### src/rtl/hbus_pkg.sv
package hbus_pkg;

  typedef enum logic [1:0] {
    PH_IDLE   = 2'd0,
    PH_SETUP  = 2'd1,
    PH_ACTIVE = 2'd2,
    PH_GAP    = 2'd3
  } phase_e;

  // Whole system cycles covering a duration in picoseconds, rounded up.
  function automatic int unsigned ps_to_cyc(input int unsigned dur_ps,
                                            input int unsigned clk_ps);
    return (dur_ps + clk_ps - 1) / clk_ps;
  endfunction

  function automatic int unsigned umax(input int unsigned a, input int unsigned b);
    return (a > b) ? a : b;
  endfunction

endpackage

### src/rtl/hbus_phase_ctr.sv
module hbus_phase_ctr #(
  parameter int unsigned CW = 6
) (
  input  logic          clk,
  input  logic          rst_n,
  input  logic          load,
  input  logic [CW-1:0] load_val,
  output logic          last
);
  logic [CW-1:0] cnt;

  always_ff @(posedge clk or negedge rst_n) begin
    if (!rst_n)             cnt <= '0;
    else if (load)          cnt <= load_val;
    else if (cnt != '0)     cnt <= cnt - 1'b1;
  end

  // A phase loaded with N spans N cycles; the final one sees cnt == 1.
  assign last = (cnt == CW'(1));
endmodule

### src/rtl/hbus_timing.sv
module hbus_timing #(
  parameter int unsigned CW       = 6,
  parameter int unsigned ACT_BOOT = 28,
  parameter int unsigned ACT_RUN  = 7,
  parameter int unsigned GAP_BOOT = 53,
  parameter int unsigned GAP_RUN  = 11
) (
  input  logic          clk,
  input  logic          rst_n,
  input  logic          capture,
  input  logic          boot_done,
  output logic [CW-1:0] act_len,
  output logic [CW-1:0] gap_len
);
  // The profile is frozen per transfer so a mid-transfer change is harmless.
  always_ff @(posedge clk or negedge rst_n) begin
    if (!rst_n) begin
      act_len <= CW'(ACT_BOOT);
      gap_len <= CW'(GAP_BOOT);
    end else if (capture) begin
      act_len <= boot_done ? CW'(ACT_RUN) : CW'(ACT_BOOT);
      gap_len <= boot_done ? CW'(GAP_RUN) : CW'(GAP_BOOT);
    end
  end
endmodule

### src/rtl/hbus_seq.sv
module hbus_seq
  import hbus_pkg::*;
#(
  parameter int unsigned CW        = 6,
  parameter int unsigned SETUP_CYC = 2,
  parameter int unsigned HOLD_CYC  = 2
) (
  input  logic          clk,
  input  logic          rst_n,
  input  logic          req_valid,
  input  logic          req_write,
  input  logic [CW-1:0] act_len,
  input  logic [CW-1:0] gap_len,
  output logic          accept,
  output logic          sample,
  output logic          busy,
  output logic          done,
  output logic          cs_n,
  output logic          rd_n,
  output logic          wr_n,
  output logic          oe
);
  localparam int unsigned HW = $clog2(HOLD_CYC + 2);

  phase_e        phase;
  logic          wr_q;
  logic [HW-1:0] hold_left;
  logic          ctr_load;
  logic [CW-1:0] ctr_val;
  logic          ctr_last;

  assign accept = (phase == PH_IDLE) && req_valid;
  assign busy   = (phase != PH_IDLE);
  assign sample = (phase == PH_ACTIVE) && ctr_last && !wr_q;

  always_comb begin
    ctr_load = 1'b0;
    ctr_val  = '0;
    if (accept) begin
      ctr_load = 1'b1;
      ctr_val  = CW'(SETUP_CYC);
    end else if (phase == PH_SETUP && ctr_last) begin
      ctr_load = 1'b1;
      ctr_val  = act_len;
    end else if (phase == PH_ACTIVE && ctr_last) begin
      ctr_load = 1'b1;
      ctr_val  = gap_len;
    end
  end

  hbus_phase_ctr #(.CW(CW)) u_ctr (
    .clk      (clk),
    .rst_n    (rst_n),
    .load     (ctr_load),
    .load_val (ctr_val),
    .last     (ctr_last)
  );

  // Bus controls are registered so the strobes leave flops without decode glitches.
  always_ff @(posedge clk or negedge rst_n) begin
    if (!rst_n) begin
      phase     <= PH_IDLE;
      wr_q      <= 1'b0;
      hold_left <= '0;
      done      <= 1'b0;
      cs_n      <= 1'b1;
      rd_n      <= 1'b1;
      wr_n      <= 1'b1;
      oe        <= 1'b0;
    end else begin
      done <= 1'b0;
      unique case (phase)
        PH_IDLE: begin
          if (req_valid) begin
            phase <= PH_SETUP;
            wr_q  <= req_write;
            oe    <= req_write;
          end
        end
        PH_SETUP: begin
          if (ctr_last) begin
            phase <= PH_ACTIVE;
            cs_n  <= 1'b0;
            rd_n  <= wr_q;
            wr_n  <= !wr_q;
          end
        end
        PH_ACTIVE: begin
          if (ctr_last) begin
            phase     <= PH_GAP;
            cs_n      <= 1'b1;
            rd_n      <= 1'b1;
            wr_n      <= 1'b1;
            done      <= 1'b1;
            hold_left <= HW'(HOLD_CYC);
            if (HOLD_CYC == 0) oe <= 1'b0;
          end
        end
        PH_GAP: begin
          if (hold_left != '0) begin
            hold_left <= hold_left - 1'b1;
            if (hold_left == HW'(1)) oe <= 1'b0;
          end
          if (ctr_last) begin
            phase <= PH_IDLE;
            oe    <= 1'b0;
          end
        end
        default: phase <= PH_IDLE;
      endcase
    end
  end
endmodule

### src/rtl/hbus_master.sv
module hbus_master
  import hbus_pkg::*;
#(
  parameter int unsigned ADDR_W        = 8,
  parameter int unsigned DATA_W        = 16,
  parameter int unsigned SYS_CLK_PS    = 4000,
  parameter int unsigned BOOT_SLV_PS   = 100000,
  parameter int unsigned RUN_SLV_PS    = 15400,
  parameter int unsigned ADDR_SU_PS    = 5000,
  parameter int unsigned ADDR_HLD_PS   = 5000,
  parameter int unsigned STROBE_ADD_PS = 10000,
  parameter int unsigned RD_VALID_PS   = 21000,
  parameter int unsigned WR_SU_PS      = 20000,
  parameter int unsigned WR_HLD_PS     = 5000,
  parameter int unsigned GAP_ADD_PS    = 10000
) (
  input  logic              clk,
  input  logic              rst_n,
  input  logic              boot_done,
  input  logic              req_valid,
  output logic              req_ready,
  input  logic              req_write,
  input  logic [ADDR_W-1:0] req_addr,
  input  logic [DATA_W-1:0] req_wdata,
  output logic              rsp_valid,
  output logic [DATA_W-1:0] rsp_rdata,
  output logic              busy,
  output logic              bus_cs_n,
  output logic              bus_rd_n,
  output logic              bus_wr_n,
  output logic [ADDR_W-1:0] bus_addr,
  output logic [DATA_W-1:0] bus_data_o,
  output logic              bus_data_oe,
  input  logic [DATA_W-1:0] bus_data_i
);
  localparam int unsigned SETUP_CYC = umax(1, ps_to_cyc(ADDR_SU_PS, SYS_CLK_PS));
  localparam int unsigned HOLD_CYC  = umax(ps_to_cyc(ADDR_HLD_PS, SYS_CLK_PS),
                                           ps_to_cyc(WR_HLD_PS, SYS_CLK_PS));
  localparam int unsigned ACT_FLOOR = umax(ps_to_cyc(RD_VALID_PS, SYS_CLK_PS),
                                           ps_to_cyc(WR_SU_PS, SYS_CLK_PS));
  localparam int unsigned ACT_BOOT  = umax(1, umax(ACT_FLOOR,
                                      ps_to_cyc(BOOT_SLV_PS + STROBE_ADD_PS, SYS_CLK_PS)));
  localparam int unsigned ACT_RUN   = umax(1, umax(ACT_FLOOR,
                                      ps_to_cyc(RUN_SLV_PS + STROBE_ADD_PS, SYS_CLK_PS)));
  localparam int unsigned GAP_BOOT  = umax(1, umax(HOLD_CYC,
                                      ps_to_cyc(2 * BOOT_SLV_PS + GAP_ADD_PS, SYS_CLK_PS)));
  localparam int unsigned GAP_RUN   = umax(1, umax(HOLD_CYC,
                                      ps_to_cyc(2 * RUN_SLV_PS + GAP_ADD_PS, SYS_CLK_PS)));
  localparam int unsigned LEN_MAX   = umax(umax(SETUP_CYC, umax(ACT_BOOT, ACT_RUN)),
                                           umax(GAP_BOOT, GAP_RUN));
  localparam int unsigned CW        = $clog2(LEN_MAX + 1);

  logic          accept;
  logic          sample;
  logic [CW-1:0] act_len;
  logic [CW-1:0] gap_len;
  logic [ADDR_W-1:0] addr_q;
  logic [DATA_W-1:0] wdata_q;
  logic [DATA_W-1:0] rdata_q;

  hbus_timing #(
    .CW       (CW),
    .ACT_BOOT (ACT_BOOT),
    .ACT_RUN  (ACT_RUN),
    .GAP_BOOT (GAP_BOOT),
    .GAP_RUN  (GAP_RUN)
  ) u_timing (
    .clk       (clk),
    .rst_n     (rst_n),
    .capture   (accept),
    .boot_done (boot_done),
    .act_len   (act_len),
    .gap_len   (gap_len)
  );

  hbus_seq #(
    .CW        (CW),
    .SETUP_CYC (SETUP_CYC),
    .HOLD_CYC  (HOLD_CYC)
  ) u_seq (
    .clk       (clk),
    .rst_n     (rst_n),
    .req_valid (req_valid),
    .req_write (req_write),
    .act_len   (act_len),
    .gap_len   (gap_len),
    .accept    (accept),
    .sample    (sample),
    .busy      (busy),
    .done      (rsp_valid),
    .cs_n      (bus_cs_n),
    .rd_n      (bus_rd_n),
    .wr_n      (bus_wr_n),
    .oe        (bus_data_oe)
  );

  always_ff @(posedge clk or negedge rst_n) begin
    if (!rst_n) begin
      addr_q  <= '0;
      wdata_q <= '0;
      rdata_q <= '0;
    end else begin
      if (accept) begin
        addr_q  <= req_addr;
        wdata_q <= req_wdata;
      end
      if (sample) rdata_q <= bus_data_i;
    end
  end

  assign req_ready  = !busy;
  assign bus_addr   = addr_q;
  assign bus_data_o = wdata_q;
  assign rsp_rdata  = rdata_q;
endmodule

### config.mk
export PLATFORM = sky130hd
export DESIGN_NAME = hbus_master
export DESIGN_NICKNAME = d
export VERILOG_FILES = /design/src/rtl/hbus_pkg.sv /design/src/rtl/hbus_phase_ctr.sv /design/src/rtl/hbus_timing.sv /design/src/rtl/hbus_seq.sv /design/src/rtl/hbus_master.sv
export SDC_FILE = /design/constraint.sdc
export NUM_CORES = 1
export LEC_CHECK = 0
export ABC_CLOCK_PERIOD_IN_PS = 1750
export BUFFER_PORTS_ARGS = -buffer_cell sky130_fd_sc_hd__buf_2
export CAP_MARGIN = 20
export CORE_MARGIN = 2
export CORE_UTILIZATION = 30
export DETAILED_ROUTE_END_ITERATION = 10
export GPL_ROUTABILITY_DRIVEN = 0
export HOLD_SLACK_MARGIN = 0.02
export PLACE_DENSITY = 0.64
export SETUP_SLACK_MARGIN = 0.02
export SLEW_MARGIN = 0
export SYNTH_ARGS = -nofsm -noshare
export SYNTH_HDL_FRONTEND = slang
export SYNTH_SLANG_ARGS = --single-unit
### constraint.sdc
create_clock -name clk -period 1.75 [get_ports clk]
set_input_delay 0.0875 -clock clk [delete_from_list [all_inputs] [get_ports clk]]
set_output_delay 0.0875 -clock clk [all_outputs]
set_load 0.01 [all_outputs]
# Word level (Yosys, flattened, before mapping)
# Cells that the tools add are included.
# word_totals
out_inout_bits	47
regBits	68
# op_classes
eq_ne	12
muxes	31
n_addsub	2
reduce_logical	19
# op_table
operator	n
2-to-1 mux 6 bit	6
2-to-1 mux 1 bit	13
nonzero test 2 bit	6
2-to-1 mux 2 bit	5
inequality test 2 x 1 -> 1 bit (second input constant)	4
one-hot mux 1 bit (2 select lines)	4
one-hot mux 2 bit (4 select lines)	1
AND reduction 4 bit	2
equality test 6 x 1 -> 1 bit (second input constant)	1
inequality test 3 x 1 -> 1 bit (second input constant)	2
AND reduction 3 bit	2
nonzero test 6 bit	1
subtractor 6 x 1 -> 6 bit (second input constant)	1
2-to-1 mux 5 bit	1
equality test 2 x 1 -> 1 bit (second input constant)	2
equality test 2 bit (second input constant)	2
logical AND 1 bit	4
one-hot mux 2 bit (2 select lines)	1
logical NOT 1 bit	2
logical NOT 2 bit	1
inequality test 2 bit (second input constant)	1
AND reduction 2 bit	1
subtractor 2 x 1 -> 2 bit (second input constant)	1

# Depth between registers and ports, before layout
# Gate-level depths: netlist of the first run.
# logic_depth
word_depth	6
mapped_depth	7
ltp_nobuf	6

# Cells and area by module
# From an unflattened synthesis of the first run, not the netlist that was laid out.
# unflattened
hier_cells	223
area_unflattened_um2	2900.3
# modules_own_cells
module	instances	seq_area_each_um2	cells_per_inst	area_per_inst_um2
hbus_master	1	1001.0	86	1650.3
hbus_seq	1	254.0	77	704.4
hbus_phase_ctr	1	150.1	43	382.9
hbus_timing	1	51.3	17	162.7

# Worst setup path before layout of the first run
# Ideal clock, no wire load.
# synth_timing
path_kind	register to register
from	register u_seq.phase[0]
to	register addr_q[0], in the netlist bus_addr[0]
arrival_time_ns	1.703
setup_ns	0.125
synth_period_minus_slack_ns	1.828
path_slack_ns	-0.078
stages_incl_launch_ff	7
path_cell_list	dfrtp_1 -> inv_1 -> ha_1 -> nand2_1 -> buf_2 -> buf_1 -> mux2_2
# synth_via
elab_chain_cells	2
# synth_rtl
element	line	rtl
start: declaration	hbus_seq.sv:25	phase_e phase;
start signal: assignment	hbus_seq.sv:62	phase <= PH_IDLE;
start signal: assignment	hbus_seq.sv:75	phase <= PH_SETUP;
start signal: assignment	hbus_seq.sv:82	phase <= PH_ACTIVE;
logical NOT 2 bit	hbus_seq.sv:32	assign accept = (phase == PH_IDLE) && req_valid;
logical AND 1 bit	hbus_seq.sv:32	
end signal: assignment	hbus_master.sv:104	addr_q <= req_addr;
end: declaration	hbus_master.sv:57	logic [ADDR_W-1:0] addr_q;
# No other way between the ends.
# A chain may end at the register's enable or synchronous reset.

# Final worst setup path of the first run
# layout_timing
from	register u_seq.u_ctr.cnt[3]
to	register rdata_q[14], in the netlist rsp_rdata[14]
# layout_via
elab_chain_cells	3
# layout_rtl
element	line	rtl
start: declaration	hbus_phase_ctr.sv:10	logic [CW-1:0] cnt;
start signal: assignment	hbus_phase_ctr.sv:14	else if (load) cnt <= load_val;
start signal: assignment	hbus_phase_ctr.sv:15	else if (cnt != '0) cnt <= cnt - 1'b1;
equality test 6 x 1 -> 1 bit	hbus_phase_ctr.sv:19	assign last = (cnt == CW'(1));
logical AND 1 bit (2 in a row)	hbus_seq.sv:34	assign sample = (phase == PH_ACTIVE) && ctr_last && !wr_q;
end signal: assignment	hbus_master.sv:107	if (sample) rdata_q <= bus_data_i;
end: declaration	hbus_master.sv:59	logic [DATA_W-1:0] rdata_q;
# No other way between the ends.

==> run_results.csv, run 1 <==
group,metric,value,unit
status,status,"completed",
pwr,peakVddDrop,0.8669,mV
final_layout,nNetsFinal,413,
yosys,postSynthAreaPerCell,12.87,um^2
worst_setup_path,slowest_delay,0.43,ns
yosys,synth_edf_count,0,
clock_tree,cts_sinks,58,
min_path,hp-start,"req_valid",
clock_tree,root_buffer,"clkbuf_8",
placed_design,placedCellCount,409,
grt,grt_usage,13.61,%
final_layout,regArea,0.001458,mm^2
route,drc_errors,0,
clock_tree,path_clk_slew,0.07,ns
timing,fmax,601.0,MHz
worst_setup_path,path_class,"reg2reg",
timing,finalClockSkew,0.004656,ns
yosys,yosysTopAreaCell,"dfrtp_1",
yosys,async_flop_share,100.0,%
clock_tree,clk_latency,0.33,ns
route,dr.pass1.iters,4,
run,drv_cap,0,
min_path,hold_class,"in2reg",
grt,use_met2,23.50,%
worst_setup_path,critPathCaptureType,"register",
timing,finalHoldViolCount,0,
timing,finalCriticalPeriod,1.664,ns
timing,worst_slew_pin_slew,0.4170,ns
route,ant_nets,0,
timing,slew_headroom,72.10,%
floorplan,ios,92,
grt,grt_pass1_wl,10560,um
yosys,yosys_most_used_dff,"dfrtp_1",
pwr,power_leakage,1.931,nW
worst_setup_path,r2r-end,"rsp_rdata[14]",
timing,slew_violations,0,
min_path,min_to,"u_seq.phase[0]",
yosys,ys_types,41,
grt,gr-usage-met3,3.722,%
clock_tree,numCtsBuffers,9,
floorplan,rows,34,
placed_design,dpl-instance-area,0.003324,mm^2
worst_setup_path,worst_path_max_delay_cell,"dfrtp_1",
grt,grt_max_degree,59,
grt,antenna_found_initial,0,
grt,grtUsageMet1,15.98,%
yosys,ys_seq_area_share,54.65,%
grt,grt_pass1_vias,2275,
pwr,cellPowerDensity,1708,mW/mm^2
min_path,worstHoldPathCells,3,
final_layout,drive_above_1_share,49.04,%
worst_setup_path,r2r_cells,5,
floorplan,die_width,98.25,um
floorplan,start_util,30.71,%
timing,finalSetupViolations,0,
clock_tree,cts_tree,"done",
yosys,ys_warn_count,0,
route,vias_per_cell,4.497,
worst_setup_path,rrSetupSlack,0.09,ns
floorplan,dieArea,0.009653,mm^2
worst_setup_path,cp_max_fo,16,
route,vias,2118,
floorplan,chipHeight,98.25,um
yosys,netlist_instances,207,
final_layout,finalCoreUtilization,45.92,%
placed_design,portBuffers,91,
yosys,syn-num-nets,262,
timing,rsz0062_at_grt,"yes",
route,initialDrtViolationCount,101,
route,wire_per_inst,13.28,um
clock_tree,clk_path_buf_depth,2,
grt,grt_overflow,0,
final_layout,nFillCells,809,
grt,top_usage_layer,"met2",
yosys,synth-seq-cells,58,
yosys,synth_top_area_share,50.70,%
yosys,yosysMostFrequentCell,"dfrtp_1",
yosys,yosys-top-cells-area,"dfrtp_1 51%, mux2_2 14%, mux2_4 5.6%, ha_1 4.7%, dfstp_2 3.9%",
final_layout,diodes,0,
yosys,yosys-top-cells-count,"54 x dfrtp_1, 33 x mux2_2, 12 x nand2_1, 11 x inv_1",
placed_design,dp_hpwl,4247,um
final_layout,multi_input_area,0.001129,mm^2
clock_tree,htree_levels,3,
pwr,p_total,0.006806,W
final_layout,instances_no_fill,471,
final_layout,final_area,0.003985,mm^2
worst_setup_path,cp_cell_sequence,"nor4_4, and2_4, nand3_4, buf_12, mux2_4",
route,wirelength,6254,um
worst_setup_path,r2r_start,"u_seq.u_ctr.cnt[3]",
timing,fin_crit_sh,95.08,%
floorplan,core_area,0.008678,mm^2
final_layout,syn_to_final_growth,49.53,%
worst_setup_path,worstPathRequired,1.97,ns
worst_setup_path,crit_path_start_kind,"register",
yosys,synth_area,0.002665,mm^2
worst_setup_path,crit_arrival,1.88,ns
critical path: cells and delay by family (launching register included):
| family | cells | cell delay (ns) |
|---|---|---|
| simple gates | 3 | 0.66 |
| mux | 1 | 0.30 |
| buf+inv | 1 | 0.17 |
| flops | 1 | 0.43 |
repair_timing:
action | CTS | global route
hold buffers | 44 | 0
setup buffers | 1 | 1
setup endpoints to repair | 11 | 6
endpoints found under the hold margin | 97 | 0
pin swaps | 0 | 1
resized for setup | 0 | 7
cell usage in the layout (no fill, tap or decap), types with 3 or more instances in the layout:
master / n
a21oi_1: 6
buf_12: 3
buf_2: 91
buf_4: 11
clkbuf_8: 11
dfrtp_1: 53
dfstp_2: 4
dlygate4sd3_1: 43
ha_1: 8
inv_1: 9
mux2_2: 33
mux2_4: 10
nand2_1: 11
nand3_1: 4
nor2_1: 10
nor3_1: 6
o21ai_0: 6
xnor2_1: 3
layer usage:
layer	part of all wire [%]	vias to the layer above
li1	-	1031
met1	42	1009
met2	51	65
met3	5.1	13
met4	1.7	0
met5	0	-
per-stage QoR:
stage	setup TNS (ns)	setup slack (ns)	hold slack [ns]
floorplan	0	0.04165	-0.2081
finish	0	0.08608	0.2256
detailed placement	0	0.01490	0.1220
global route	-0.02295	-0.02295	0.2609
CTS	0	0.08415	0.2238
global placement	0	0.05459	0.1206
how the worst max path moves through the flow:
stage / start / endpoint / slack (ns) / cells past startpoint
floorplan: u_seq.u_ctr.cnt[3] / u_seq.phase[1] / 0.04 / 5
CTS: u_seq.phase[0] / u_timing.gap_len[4] / 0.08 / 6
global placement: u_seq.u_ctr.cnt[3] / rsp_rdata[6] / 0.05 / 4
global route: u_seq.u_ctr.cnt[3] / u_seq.hold_left[1] / -0.02 / 5
finish: u_seq.u_ctr.cnt[3] / rsp_rdata[14] / 0.09 / 5
detailed placement: u_seq.u_ctr.cnt[3] / rsp_rdata[6] / 0.01 / 4
flip-flops by register name (all words and copies together) (netlist names):
name	cells
u_seq.wr_n	1
u_seq.u_ctr.cnt	6
u_seq.phase	2
u_seq.done	1
u_seq.cs_n	1
u_seq.oe	1
u_seq.wr_q	1
u_timing.gap_len	2
bus_addr	8
bus_data_o	16
rsp_rdata	16
u_seq.rd_n	1
u_seq.hold_left	2
layout make-up:
cell class | instances | share of cell area, %
clock buffer | 12 | 3.893
clock inverter | 4 | 0.6593
inverter | 11 | 1.036
multi-input combinational | 129 | 28.32
sequential | 58 | 36.58
tap | 108 | 3.391
timing repair buffer | 149 | 26.12
kinds of logic (layout without fill, tap and decap cells):
logic type	count (synthesis)	after routing	share of synthesized area (%)
muxes	44	44	19.95
and+or+nand+nor	42	42	8.686
xor gates and xnor gates	4	4	1.315
DFF	58	58	54.65
buffers and inverters	20	176	3.286
AOI/OAI and AO/OA	29	29	7.419
adders and majority gates	10	10	4.695
where the power goes:
group          leakage (nW)  switching, W  internal, W  total (W)
logic                  1.16       0.00148      0.00170    0.00318
registers             0.683      0.000443      0.00205    0.00249
clock network        0.0924      0.000543     0.000589    0.00113
Note: power is estimated with default switching activity, not from simulation.
==> run 2, diff against run 1 <==
--- a/config.mk
+++ b/config.mk
@@ -8,12 +8,14 @@
 export ABC_CLOCK_PERIOD_IN_PS = 1750
 export BUFFER_PORTS_ARGS = -buffer_cell sky130_fd_sc_hd__buf_2
 export CAP_MARGIN = 20
+export CELL_PAD_IN_SITES_DETAIL_PLACEMENT = 1
+export CELL_PAD_IN_SITES_GLOBAL_PLACEMENT = 1
 export CORE_MARGIN = 2
 export CORE_UTILIZATION = 30
 export DETAILED_ROUTE_END_ITERATION = 10
 export GPL_ROUTABILITY_DRIVEN = 0
 export HOLD_SLACK_MARGIN = 0.02
-export PLACE_DENSITY = 0.64
+export PLACE_DENSITY = 0.76
 export SETUP_SLACK_MARGIN = 0.02
 export SLEW_MARGIN = 0
 export SYNTH_ARGS = -nofsm -noshare
==> run 2 against run 1 <==
Compared with the run above:
- first-iteration DRC count is 30% lower
- worst hold slack got worse by 0.015 ns
- combinational power grew 6%
- power increased by 6.1%
- sequential share of layout area shrank 0.73 points
- final cell count increased by 0.85%
- setup slack worse by 0.0089 ns
- wire length rose by 15%
- utilization is 0.94 points higher
- critical endpoint is now u_seq.u_ctr.cnt[2]
==> run_results.csv, run 2 (synthesis results as in run 1) <==
group,metric,value,unit
grt,grt_usage,15.52,%
pwr,power_leakage,1.959,nW
floorplan,ios,92,
pwr,p_int,0.004650,W
final_layout,drive_above_1_share,49.86,%
clock_tree,clk_latency,0.33,ns
timing,finalClockSkew,0.006570,ns
pwr,power_frac_comb,46.6,%
clock_tree,root_buffer,"clkbuf_8",
floorplan,die_width,98.25,um
grt,antenna_found_initial,0,
placed_design,dpl-instance-area,0.003352,mm^2
route,wire_per_inst,15.08,um
floorplan,dieArea,0.009653,mm^2
final_layout,instances_no_fill,475,
pwr,seqPwrFrac,34.4,%
clock_tree,clk_path_buf_depth,2,
worst_setup_path,slowest_delay,0.44,ns
floorplan,start_util,30.71,%
timing,finalCriticalPeriod,1.673,ns
pwr,peakVddDrop,0.9579,mV
route,ant_nets,0,
clock_tree,cts_tree,"done",
timing,slew_violations,0,
route,vias_per_cell,4.623,
worst_setup_path,r2r_cells,4,
floorplan,core_area,0.008678,mm^2
grt,grt_overflow,0,
min_path,hp-start,"req_valid",
run,drv_cap,0,
worst_setup_path,worstPathRequired,1.94,ns
min_path,worstHoldPathCells,3,
timing,fmax,597.8,MHz
pwr,p_switching,0.002571,W
worst_setup_path,crit_path_start_kind,"register",
worst_setup_path,cp_max_fo,8,
pwr,cellPowerDensity,1776,mW/mm^2
worst_setup_path,rrSetupSlack,0.08,ns
route,initialDrtViolationCount,71,
status,status,"completed",
floorplan,rows,34,
final_layout,nNetsFinal,417,
timing,slew_headroom,60.63,%
route,vias,2196,
worst_setup_path,crit_arrival,1.86,ns
timing,finalHoldViolCount,0,
worst_setup_path,r2r_start,"u_seq.u_ctr.cnt[5]",
placed_design,placedCellCount,411,
grt,grt_max_degree,35,
timing,fin_crit_sh,95.59,%
worst_setup_path,critPathCaptureType,"register",
clock_tree,path_clk_slew,0.07,ns
final_layout,diodes,0,
worst_setup_path,path_class,"reg2reg",
route,wirelength,7162,um
min_path,hold_class,"in2reg",
clock_tree,cts_sinks,58,
pwr,power_frac_clock,19.0,%
pwr,p_sw_share,35.61,%
timing,fin_ws,0.07722,ns
final_layout,final_area,0.004066,mm^2
timing,finalSetupViolations,0,
min_path,min_to,"u_seq.phase[0]",
placed_design,portBuffers,91,
route,drc_errors,0,
grt,grt_pass1_wl,11990,um
final_layout,final_common_cell,"buf_2",
placed_design,dp_slack,-0.02950,ns
worst_setup_path,cp_cell_sequence,"nor4_4, nand2_1, o31ai_1, a221oi_2",
clock_tree,numCtsBuffers,9,
placed_design,dp_hpwl,4611,um
timing,worst_slew_pin_slew,0.5905,ns
final_layout,syn_to_final_growth,52.58,%
grt,grt_pass1_vias,2481,
floorplan,chipHeight,98.25,um
route,dr.pass1.iters,4,
worst_setup_path,r2r-end,"u_seq.u_ctr.cnt[2]",
clock_tree,htree_levels,3,
worst_setup_path,worst_path_max_delay_cell,"dfrtp_2",
final_layout,layout_common_cells,"91 x buf_2, 53 x dfrtp_1, 44 x dlygate4sd3_1, 33 x mux2_2, 15 x buf_4",
timing,rsz0062_at_grt,"yes",
==> run 2: worst max-delay path by stage <==
stage / startpoint / to / slack [ns]
after floorplan: u_seq.u_ctr.cnt[3] / u_seq.phase[1] / 0.04
after global placement: u_seq.phase[0] / u_seq.u_ctr.cnt[2] / -0.006
after detailed placement: u_seq.phase[0] / u_seq.u_ctr.cnt[2] / -0.03
after CTS: u_seq.phase[1] / u_timing.gap_len[4] / 0.06
after global routing: u_seq.u_ctr.cnt[5] / u_seq.u_ctr.cnt[2] / -0.04
final: u_seq.u_ctr.cnt[5] / u_seq.u_ctr.cnt[2] / 0.08
==> run 2: layer usage <==
layer  part of all wire [%]  global-route usage (%)  vias up
li1                       -                       -     1039
met1                     39                   17.88     1084
met5                      0                       0        -
met3                    5.6                   5.082        9
met4                    1.1                   3.793        0
met2                     55                   27.92       64
==> run 2: what timing repair did <==
action / 4_1_cts / 5_1_grt
buffers inserted: 2 / 2
hold buffers: 44 / 0
pin swaps: 1 / 2
gates resized for setup: 2 / 6
endpoints found under the hold margin: 67 / 0
cloned: 0 / 0
setup endpoints to repair: 12 / 13
==> run 2: layout make-up <==
cell class | count | area, um^2
Tap cell | 108 | 135.1
Sequential cell | 58 | 1458
Timing Repair Buffer | 153 | 1069
Clock inverter | 5 | 77.57
Fill cell | 960 | 4612
Clock buffer | 11 | 141.4
Inverter | 11 | 41.29
Multi-Input combinational cell | 129 | 1145
==> run 2: stage by stage <==
stage                     hold slack [ns]  util, %  setup TNS, ns  power, W
after floorplan                   -0.2081        -              0  0.004411
after global placement             0.1178    38.62      -0.005943  0.005516
after detailed placement           0.1257    38.62       -0.03025  0.005642
after CTS                          0.2055    46.45              0  0.007179
after global routing               0.2106    46.86       -0.03555  0.007781
final                              0.2109    46.86              0  0.007221
==> run 2: worst max-delay path: cells and delay by family, from the launching register on <==
kind               cells  cell delay (ns)
AOI/OAI and AO/OA      2             0.53
DFF                    1             0.44
and+or+nand+nor        2             0.57
==> run 2: power groups by stage <==
stage	Clock [W]	Sequential, W	Combinational, W
after global placement	0	0.00247	0.00304
after CTS	0.00141	0.00249	0.00328
after detailed placement	0	0.00250	0.00315
after global routing	0.00148	0.00258	0.00371
final	0.00137	0.00249	0.00336
after floorplan	0	0.00269	0.00173
